[config.mk]
export PLATFORM = sky130hd
export DESIGN_NAME = tcp_count_enable
export DESIGN_NICKNAME = d
export VERILOG_FILES = /design/src/rtl/tcp_pkg.sv /design/src/rtl/tcp_ctl_reg.sv /design/src/rtl/tcp_edge_src.sv /design/src/rtl/tcp_prescaler.sv /design/src/rtl/tcp_count_enable.sv
export SDC_FILE = /design/constraint.sdc
export NUM_CORES = 1
export LEC_CHECK = 0
export BUFFER_PORTS_ARGS = -buffer_cell sky130_fd_sc_hd__buf_2
export CORE_MARGIN = 1
export CORE_UTILIZATION = 30
export DETAILED_ROUTE_END_ITERATION = 8
export GPL_TIMING_DRIVEN = 0
export SLEW_MARGIN = 20
export SYNTH_ARGS = -nofsm -noshare
export SYNTH_HDL_FRONTEND = slang
export SYNTH_HIERARCHICAL = 1
export SYNTH_SLANG_ARGS = --single-unit
[constraint.sdc]
create_clock -name clk -period 5.3 [get_ports clk]
set_input_delay 0.53 -clock clk [delete_from_list [all_inputs] [get_ports clk]]
set_output_delay 0.53 -clock clk [all_outputs]
set_load 0.01 [all_outputs]
[src/rtl/tcp_pkg.sv]
package tcp_pkg;

    localparam int EXP_W = 4;
    localparam int CNT_W = (1 << EXP_W) + 1;
    localparam int CFG_W = 7;

    typedef struct packed {
        logic             ext_fall;
        logic             ext_src;
        logic [EXP_W-1:0] div_exp;
        logic             div_en;
    } ctrl_t;

    function automatic logic [CNT_W-1:0] wrap_mask(input logic [EXP_W-1:0] n);
        logic [CNT_W-1:0] m;
        m = '0;
        for (int i = 0; i < CNT_W; i++) begin
            if (i <= int'(n)) m[i] = 1'b1;
        end
        return m;
    endfunction

endpackage

[src/rtl/tcp_ctl_reg.sv]
module tcp_ctl_reg
    import tcp_pkg::*;
(
    input  logic             clk,
    input  logic             rst,
    input  logic             wr_en,
    input  logic [CFG_W-1:0] wr_data,
    output ctrl_t            cfg
);

    always_ff @(posedge clk) begin
        if (rst)        cfg <= '0;
        else if (wr_en) cfg <= ctrl_t'(wr_data);
    end

    AST_READBACK: assert property (@(posedge clk) disable iff (rst)
        wr_en |=> (cfg == ctrl_t'($past(wr_data))));

endmodule

[src/rtl/tcp_edge_src.sv]
module tcp_edge_src #(
    parameter int SYNC_STAGES = 2
) (
    input  logic clk,
    input  logic rst,
    input  logic ext_in,
    input  logic fall_sel,
    output logic edge_ev
);

    logic [SYNC_STAGES-1:0] sync_q;
    logic                   hist_q;
    logic                   synced;

    assign synced = sync_q[SYNC_STAGES-1];

    always_ff @(posedge clk) begin
        if (rst) begin
            sync_q <= '0;
            hist_q <= 1'b0;
        end else begin
            sync_q <= {sync_q[SYNC_STAGES-2:0], ext_in};
            hist_q <= synced;
        end
    end

    assign edge_ev = fall_sel ? (~synced & hist_q) : (synced & ~hist_q);

    AST_EDGE_SINGLE: assert property (@(posedge clk) disable iff (rst)
        (edge_ev && $stable(fall_sel)) |=> !edge_ev);

endmodule

[src/rtl/tcp_prescaler.sv]
module tcp_prescaler
    import tcp_pkg::*;
(
    input  logic             clk,
    input  logic             rst,
    input  logic             clr,
    input  logic             ev,
    input  logic             div_en,
    input  logic [EXP_W-1:0] div_exp,
    output logic             pulse
);

    logic [CNT_W-1:0] cnt_q;
    logic [CNT_W-1:0] mask;
    logic             at_wrap;

    assign mask    = wrap_mask(div_exp);
    assign at_wrap = (cnt_q & mask) == mask;

    always_ff @(posedge clk) begin
        if (rst || clr) begin
            cnt_q <= '0;
            pulse <= 1'b0;
        end else if (ev) begin
            cnt_q <= cnt_q + 1'b1;
            pulse <= !div_en || at_wrap;
        end else begin
            pulse <= 1'b0;
        end
    end

    AST_WRAP_ALIGNED: assert property (@(posedge clk) disable iff (rst)
        (pulse && div_en) |-> ((cnt_q & mask) == '0));

    AST_WRITE_SUPPRESS: assert property (@(posedge clk) disable iff (rst)
        clr |=> (!pulse && cnt_q == '0));

endmodule

[src/rtl/tcp_count_enable.sv]
module tcp_count_enable
    import tcp_pkg::*;
(
    input  logic             clk,
    input  logic             rst,
    input  logic             wr_en,
    input  logic [CFG_W-1:0] wr_data,
    output logic [CFG_W-1:0] rd_data,
    input  logic             ext_clk,
    output logic             cnt_en
);

    ctrl_t cfg;
    logic  edge_ev;
    logic  src_ev;

    tcp_ctl_reg u_ctl (
        .clk     (clk),
        .rst     (rst),
        .wr_en   (wr_en),
        .wr_data (wr_data),
        .cfg     (cfg)
    );

    tcp_edge_src #(.SYNC_STAGES(2)) u_edge (
        .clk      (clk),
        .rst      (rst),
        .ext_in   (ext_clk),
        .fall_sel (cfg.ext_fall),
        .edge_ev  (edge_ev)
    );

    assign src_ev = cfg.ext_src ? edge_ev : 1'b1;

    tcp_prescaler u_pre (
        .clk     (clk),
        .rst     (rst),
        .clr     (wr_en),
        .ev      (src_ev),
        .div_en  (cfg.div_en),
        .div_exp (cfg.div_exp),
        .pulse   (cnt_en)
    );

    assign rd_data = cfg;

    AST_BUS_EVERY_CYCLE: assert property (@(posedge clk) disable iff (rst)
        (!cfg.ext_src && !cfg.div_en && !wr_en) |=> cnt_en);

    AST_RESET_QUIET: assert property (@(posedge clk)
        rst |=> !cnt_en);

endmodule

# After elaboration in Yosys (flattened, before gate mapping)
# Cells that the tools add are included.
# Widths: inputs -> output; s select.
dict set report word_totals {
  word_cells 52
  out_inout_bits 8
  regBits 28
  input_bits 11
}
dict set report classes {
  n_mux 17
  addsub 1
  n_eq_ne 1
  reduce_logical 4
  bitwise_logic 6
  order_cmp 15
}
# cell count
set ops {}
lappend ops {{$le 4x4->1 const A} 8}
lappend ops {{$add 17x1->17 const B} 1}
lappend ops {{$and 17x16->17} 1}
lappend ops {{$eq 17x16->1} 1}
lappend ops {{$mux 1} 17}
lappend ops {{$le 3x4->1 const A} 4}
lappend ops {{$le 2x4->1 const A} 2}
lappend ops {{$le 1x4->1 const A} 1}
lappend ops {{$not 1->1} 3}
lappend ops {{$and 1x1->1} 2}
lappend ops {{$logic_or 1x1->1} 2}
lappend ops {{$reduce_or 2->1} 1}
lappend ops {{$logic_not 1->1} 1}

# Depth between registers and ports, before layout
# Gate-level depths: netlist of run 1.
dict set report logic_depth {
  word_depth 6
  depth_mapped 9
  ltp_nobuf 8
}

# Hierarchy
# Netlist of run 1, hierarchy kept.
# module cells_each n_inst area_each_um2 seq_area_each_um2
set by_module_without_submodules {}
lappend by_module_without_submodules {tcp_prescaler 114 1 897.1 340.3}
lappend by_module_without_submodules {tcp_ctl_reg 22 1 247.7 140.1}
lappend by_module_without_submodules {tcp_edge_src 9 1 101.3 60.1}
lappend by_module_without_submodules {tcp_count_enable 1 1 6.3 0.0}

# Least setup slack after synthesis of run 1
# OpenSTA, ideal clock, no wires.
dict set report synth_path {
  path_type {register to register}
  start {reg u_ctl/cfg[6] (netlist name)}
  end {reg u_pre.cnt_q[13]}
  t_required_ps 5172
  path_buffers 1
  setup_slack_ps 3589
  stages_incl_launch_ff 10
  setup_ps 128
  synth_period_minus_slack_ps 1711
  arrival_ps 1583
  path_cell_list {dfxtp_1 -> nand2_1 -> o22ai_2 -> nand2b_1 -> buf_6 -> and3_1 -> nand3_2 -> nor4_2 -> xnor2_1 -> nor2_1}
}
dict set report synth_between {
  elab_chain_cells 2
}
# element line
set synth_lines {}
lappend synth_lines {{$mux 1} tcp_edge_src.sv:27} ;# assign edge_ev = fall_sel ? (~synced & hist_q) : (synced & ~hist_q);
lappend synth_lines {{net edge_ev} tcp_count_enable.sv:14} ;# logic edge_ev;
lappend synth_lines {{$mux 1} tcp_count_enable.sv:33} ;# assign src_ev = cfg.ext_src ? edge_ev : 1'b1;
lappend synth_lines {{net src_ev} tcp_count_enable.sv:15} ;# logic src_ev;
lappend synth_lines {{end signal, assigned} tcp_prescaler.sv:25} ;# cnt_q <= cnt_q + 1'b1;
lappend synth_lines {{end, declared} tcp_prescaler.sv:13} ;# logic [CNT_W-1:0] cnt_q;
# The timed path passes the listed nets, and every way through them passes these cells.
# A chain may end at the register's enable or synchronous reset.

# Final worst setup path of run 1
dict set report layout_path {
  start {reg u_edge.hist_q}
  end {reg u_pre.cnt_q[15]}
}
dict set report layout_between {
  elab_chain_cells 4
  word_cells_on_any_way 5
  cone_classes {2 x mux; 3 x bitwise}
}
# element line
set layout_lines {}
lappend layout_lines {{start, declared} tcp_edge_src.sv:12} ;# logic hist_q;
lappend layout_lines {{start signal, assigned} tcp_edge_src.sv:23} ;# hist_q <= synced;
lappend layout_lines {{$not 1->1} tcp_edge_src.sv:27}
lappend layout_lines {{$and 1x1->1} tcp_edge_src.sv:27}
lappend layout_lines {{$mux 1 *} tcp_edge_src.sv:27}
lappend layout_lines {{net edge_ev} tcp_count_enable.sv:14}
lappend layout_lines {{$mux 1 *} tcp_count_enable.sv:33}
lappend layout_lines {{net src_ev} tcp_count_enable.sv:15}
# Mark *: on every way through the listed nets, which the timed path passes. The rest lies on a longest branch.

==> flow_metrics.env, run 1 <==
export IMPL_syn_nets=158
export IMPL_grt_pass1_wl_mm=4.22
export IMPL_cts_resized=0
export IMPL_whs_path_depth=1
export IMPL_hold_ws_ps=445
export IMPL_clk_latency_ps=270
export IMPL_synth_avg_cell_area_um2=8.58
export IMPL_cellLeakagePower_nw=0.534
export IMPL_fill_cells=424
export IMPL_final_core_util_pct=36.3
export IMPL_post_cts_buffers=0
export IMPL_holdPathEnd="u_edge/sync_q[1]$_SDFF_PP0_"
export IMPL_synth_top_family_by_area="simple AND/OR/NAND/NOR gates"
export IMPL_final_nets=181
export IMPL_routedWlPerCell_um=11.1
export IMPL_min_path_type="register to register"
export IMPL_ys_warn_count=6
export IMPL_die_h_um=66.6
export IMPL_setup_viol=0
export IMPL_drcViolationCount=0
export IMPL_totalNegativeSetupSlack_ps=0
export IMPL_cts_sinks=27
export IMPL_vias=1030
export IMPL_slew_violations=0
export IMPL_antenna_found_initial=0
export IMPL_synth_edff_count=0
export IMPL_synthAdderAreaFrac_pct=0.999
export IMPL_ios=19
export IMPL_tightest_slew_ps=450
export IMPL_place_gp_congestion=0.743
export IMPL_fmax_mhz=550
export IMPL_synth_mux_area_fraction_pct=6.39
export IMPL_peakVddDrop_mv=0.141
export IMPL_synth_area_mm2=0.00125
export IMPL_coreArea_mm2=0.00400
export IMPL_cts_root_buf="clkbuf_8"
export IMPL_ys_top_cells_by_count="27 x dfxtp_1, 25 x nor2_1, 11 x o21ai_0, 10 x nand2_1, 8 x mux2i_1"
export IMPL_cts_tree="yes"
export IMPL_r2r_start="u_edge/hist_q$_SDFF_PP0_"
export IMPL_status="completed"
export IMPL_drtIter0Drc=85
export IMPL_cts_hold_buffers=0
export IMPL_synthFlopType="dfxtp_1"
export IMPL_regToRegSetupSlack_ps=3480
export IMPL_clk_path_buf_depth=2
export IMPL_synth_seq_cells=27
export IMPL_holdCritStartpoint="u_edge/sync_q[0]$_SDFF_PP0_"
export IMPL_rr_worst_depth=9
export IMPL_htreeDepth=1
export IMPL_grt_overflow=0
export IMPL_drt_pass1_iterations=4
export IMPL_yosys_top_cells_area="dfxtp_1 43%, nor2_1 7.5%, mux2i_1 6.4%"
export IMPL_yosysMostFrequentCell="dfxtp_1"
export IMPL_crit_path_start_kind="register"
export IMPL_io_buffers=18
export IMPL_dp_hpwl_mm=1.80
export IMPL_synth_cell_types=31
export IMPL_cp_required_ps=5450
export IMPL_crit_path_end_kind="register"
export IMPL_finalPower_mw=0.359
export IMPL_row_count=23
export IMPL_fin_crit_ps=1820
export IMPL_rsz0062_at_grt="no"
export IMPL_via_per_inst=4.72
export IMPL_areaGrowthSynthToFinish_pct=15.8
export IMPL_cp_max_fo=9
export IMPL_relSlewSlack_pct=69.7
export IMPL_async_reset_ff_share_pct=0
export IMPL_n_antenna_cell=0
export IMPL_grt_pass1_vias=958
export IMPL_clk_pin_slew_ps=90
export IMPL_numCtsBuffers=3
export IMPL_die_x_um=66.6
export IMPL_cp_arrival_ps=1970
export IMPL_regToRegEndpoint="u_pre/cnt_q[15]$_SDFFE_PP0P_"
export IMPL_worst_clock_skew_ps=7.09
export IMPL_fin_crit_sh_pct=34.3
export IMPL_wl_mm=2.42
export IMPL_synth_top_area_cell="dfxtp_1"
export IMPL_synthSimpleGateAreaFrac_pct=25.7
export IMPL_yosysTopAreaCellShare_pct=43.2
export IMPL_start_util_pct=31.3
export IMPL_power_density_mw_per_mm2=248
export IMPL_seq_area_frac_synth_pct=43.2
export IMPL_maxCapViolCount=0
export IMPL_syn_inst=146
export IMPL_hold_violations=0
export IMPL_criticalPathCategory="register to register"
export IMPL_ant_nets=0
export IMPL_grt_max_degree=15
export IMPL_dieArea_mm2=0.00444
export IMPL_layout_drive_gt1_share_pct=18.5
export IMPL_synth_xor_area_share_pct=7.69
export IMPL_synth_compound_area_share_pct=11.8
export IMPL_grtUsageTotal_pct=12.3
where the power goes:
group | switching (mW) | internal, mW
Combinational | 0.0159 | 0.0150
Sequential | 0.00637 | 0.208
Clock | 0.0600 | 0.0537
Total | 0.0823 | 0.277
registers in the layout, indices dropped and copies added (netlist names):
signal,cells
u_edge/sync_q,2
u_pre/pulse,1
u_edge/hist_q,1
u_pre/cnt_q,16
u_ctl/cfg,7
stage by stage:
stage / worst slack, ps / area (um^2) / std cells
2_1_floorplan: 3590 / 1250 / 146
3_3_place_gp: 3480 / 1410 / 214
3_5_place_dp: 3450 / 1410 / 214
4_1_cts: 3480 / 1450 / 218
5_1_grt: 3210 / 1450 / 218
6_report: 3480 / 1450 / 218
critical path, stage by stage, from the launching register on:
cell      delay, ps
dfxtp_1         310
nand2b_1        140
o22ai_2         120
nand2b_1        130
buf_6           140
nand3_1         100
nor4_1          420
nand3_1         150
xor2_1          150
nor2_1           50
cell type report:
cell class | instances | area, um^2 | area share (%)
sequential | 27 | 541 | 37.3
tap | 50 | 62.6 | 4.31
clock buffer | 4 | 45.0 | 3.11
buffer | 5 | 35.0 | 2.42
multi-input combinational | 109 | 658 | 45.4
timing repair buffer | 18 | 90.1 | 6.21
inverter | 5 | 18.8 | 1.29
routing by layer:
metal  up-vias  track usage (%)  routed length, um
met2        18             20.3               1080
li1        547                -                  -
met3         2             3.60                 76
met4         0             2.39                 22
met1       463             15.7               1240
met5         -                0                  0
how the worst max path moves through the flow:
stage / start / endpoint / slack, ps / cells past startpoint
2_1_floorplan: u_ctl/cfg[6]$_SDFFE_PP0P_ / u_pre/cnt_q[13]$_SDFFE_PP0P_ / 3590 / 9
3_3_place_gp: rst / u_pre/cnt_q[15]$_SDFFE_PP0P_ / 3480 / 5
3_5_place_dp: rst / u_pre/cnt_q[2]$_SDFFE_PP0P_ / 3450 / 5
4_1_cts: u_edge/hist_q$_SDFF_PP0_ / u_pre/cnt_q[15]$_SDFFE_PP0P_ / 3480 / 9
5_1_grt: u_edge/sync_q[1]$_SDFF_PP0_ / u_pre/cnt_q[15]$_SDFFE_PP0P_ / 3210 / 9
6_report: u_edge/hist_q$_SDFF_PP0_ / u_pre/cnt_q[15]$_SDFFE_PP0P_ / 3480 / 9
cells by family (layout without fill, tap and decap cells):
kind of cell	Yosys count	after routing
muxes	8	8
DFF	27	27
AOI/OAI and AO/OA	25	25
xor gates and xnor gates	11	11
buffers and inverters	10	32
and+or+nand+nor	64	64
adders and majority gates	1	1
placed cells by master, fill, tap and decap left out, types with 5 or more instances in the layout:
cell,n
dfxtp_1,27
nor2_1,25
buf_2,19
o21ai_0,11
nand2_1,10
mux2i_1,8
a21oi_1,7
xnor2_1,6
nand3_1,5
xor2_1,5
inv_1,5
nor3_1,5
(Power assumes the default switching activity.)
==> inputs of run 2 (changes only) <==
Clock period 5.3 ns to 1.8 ns, I/O delays scaled along.
==> run 2 against run 1 <==
Compared with the run above: cell area increased by 7.2%; core utilization increased by 2.6 points; register-to-register slack got worse by 3400 ps; sequential power increased to 2.9 times the previous value.
==> flow_metrics.env, run 2 (synthesized netlist as in run 1, its figures left out) <==
export IMPL_die_x_um=66.6
export IMPL_relSlewSlack_pct=71.4
export IMPL_cp_required_ps=2010
export IMPL_clk_pin_slew_ps=90
export IMPL_rr_worst_depth=8
export IMPL_hold_violations=0
export IMPL_grtUsageTotal_pct=12.4
export IMPL_start_util_pct=31.3
export IMPL_htreeDepth=1
export IMPL_min_path_type="input pin to register"
export IMPL_final_core_util_pct=38.8
export IMPL_numCtsBuffers=3
export IMPL_grt_max_degree=15
export IMPL_worst_clock_skew_ps=6.71
export IMPL_whs_path_depth=2
export IMPL_dieArea_mm2=0.00444
export IMPL_cts_tree="yes"
export IMPL_via_per_inst=4.72
export IMPL_holdCritStartpoint="ext_clk"
export IMPL_regToRegSetupSlack_ps=80
export IMPL_ant_nets=0
export IMPL_layout_drive_gt1_share_pct=25.1
export IMPL_row_count=23
export IMPL_n_antenna_cell=0
export IMPL_routed_wl_met3_um=74
export IMPL_regToRegEndpoint="u_pre/cnt_q[10]$_SDFFE_PP0P_"
export IMPL_dp_hpwl_mm=1.80
export IMPL_cp_arrival_ps=1920
export IMPL_maxCapViolCount=0
export IMPL_areaGrowthSynthToFinish_pct=24.1
export IMPL_met1_length_mm=1.28
export IMPL_multiInputGateArea_um2=738
export IMPL_grt_overflow=0
export IMPL_mostFrequentLayoutCells="26 x dfxtp_1, 25 x nor2_1, 19 x buf_2"
export IMPL_vias=1044
export IMPL_routedWlPerCell_um=11.5
export IMPL_maxUsedRoutingLayer="met4"
export IMPL_ios=19
export IMPL_die_h_um=66.6
export IMPL_finalPower_mw=1.07
export IMPL_drcViolationCount=0
export IMPL_place_area_mm2=0.00141
export IMPL_peakVddDrop_mv=0.435
export IMPL_crit_path_start_kind="register"
export IMPL_fmax_mhz=583
export IMPL_antenna_found_initial=0
export IMPL_rsz0062_at_grt="yes"
export IMPL_clk_path_buf_depth=2
export IMPL_setup_viol=0
export IMPL_power_density_mw_per_mm2=689
export IMPL_grt_pass1_wl_mm=4.26
export IMPL_tightest_slew_ps=430
export IMPL_holdPathEnd="u_edge/sync_q[0]$_SDFF_PP0_"
export IMPL_fin_crit_sh_pct=95.4
export IMPL_drtIter0Drc=59
export IMPL_drt_pass1_iterations=4
export IMPL_largest_reg_flops=16
export IMPL_criticalPathCategory="register to register"
export IMPL_fin_crit_ps=1720
export IMPL_mostFrequentLayoutCell="dfxtp_1"
export IMPL_crit_path_end_kind="register"
export IMPL_seq_area_um2=542
export IMPL_cp_max_fo=6
export IMPL_place_gp_congestion=0.743
export IMPL_wl_mm=2.55
export IMPL_slew_violations=0
export IMPL_totalNegativeSetupSlack_ps=0
export IMPL_cts_root_buf="clkbuf_8"
export IMPL_wl_met2_mm=1.17
export IMPL_coreArea_mm2=0.00400
export IMPL_r2r_start="u_ctl/cfg[6]$_SDFFE_PP0P_"
export IMPL_final_nets=184
export IMPL_grt_pass1_vias=957
export IMPL_largest_register="u_pre/cnt_q"
export IMPL_cts_sinks=27
export IMPL_status="completed"
export IMPL_clk_latency_ps=270
export IMPL_final_area_mm2=0.00155
export IMPL_top_regs="u_pre/cnt_q: 16 flops, u_ctl/cfg: 7 flops, u_edge/sync_q: 2 flops"
export IMPL_cellLeakagePower_nw=0.590
export IMPL_hold_ws_ps=130
export IMPL_fill_cells=417
export IMPL_io_buffers=18
run 2: area by class of cell:
cell class / instances / area share, %
multi-input combinational: 109 / 47.5
sequential: 27 / 34.9
timing repair buffer: 21 / 7.25
tap: 50 / 4.03
clock buffer: 4 / 2.90
buffer: 5 / 2.25
inverter: 5 / 1.21
run 2: how the worst max path moves through the flow:
stage                                         endpoint  slack, ps  cells past startpoint                 startpoint
after global placement    u_pre/cnt_q[15]$_SDFFE_PP0P_         -7                      9   u_edge/hist_q$_SDFF_PP0_
after floorplan           u_pre/cnt_q[13]$_SDFFE_PP0P_         90                      9  u_ctl/cfg[6]$_SDFFE_PP0P_
after detailed placement  u_pre/cnt_q[15]$_SDFFE_PP0P_        -10                      9   u_edge/hist_q$_SDFF_PP0_
final                     u_pre/cnt_q[10]$_SDFFE_PP0P_         80                      8  u_ctl/cfg[6]$_SDFFE_PP0P_
after CTS                 u_pre/cnt_q[13]$_SDFFE_PP0P_          1                      9   u_edge/hist_q$_SDFF_PP0_
after global routing      u_pre/cnt_q[11]$_SDFFE_PP0P_        -20                      9   u_edge/hist_q$_SDFF_PP0_
run 2: per-stage QoR:
| step | cells | worst slack [ps] |
|---|---|---|
| CTS | 218 | 1.28 |
| global route | 221 | -20.3 |
| global placement | 214 | -7.33 |
| finish | 221 | 83.6 |
| detailed placement | 214 | -11.8 |
| floorplan | 146 | 89.0 |
run 2: routing by layer:
layer	vias up	global-route usage (%)
met3	2	3.60
met1	473	16.0
li1	551	-
met2	18	20.2
met5	-	0
met4	0	2.39
run 2: critical path, stage by stage (launching register included):
cell and delay (ps):
dfxtp_1 400, nand2_1 80, o22ai_2 110, nand2b_4 140
buf_6 120, and3_4 210, nand4_4 140, or3_1 340
a21oi_1 130
run 2: repair_timing:
| action | CTS | global route |
|---|---|---|
| pin swaps | 0 | 4 |
| setup buffers | 0 | 3 |
| endpoints found under the setup margin | 2 | 9 |
| hold buffers | 0 | 0 |
| resized for setup | 2 | 12 |
run 2: report_power, final:
part / total (mW) / internal (mW) / leakage [nW] / switching [mW]
Combinational: 0.101 / 0.0510 / 0.347 / 0.0500
Clock: 0.337 / 0.158 / 0.0228 / 0.178
Sequential: 0.633 / 0.613 / 0.220 / 0.0199
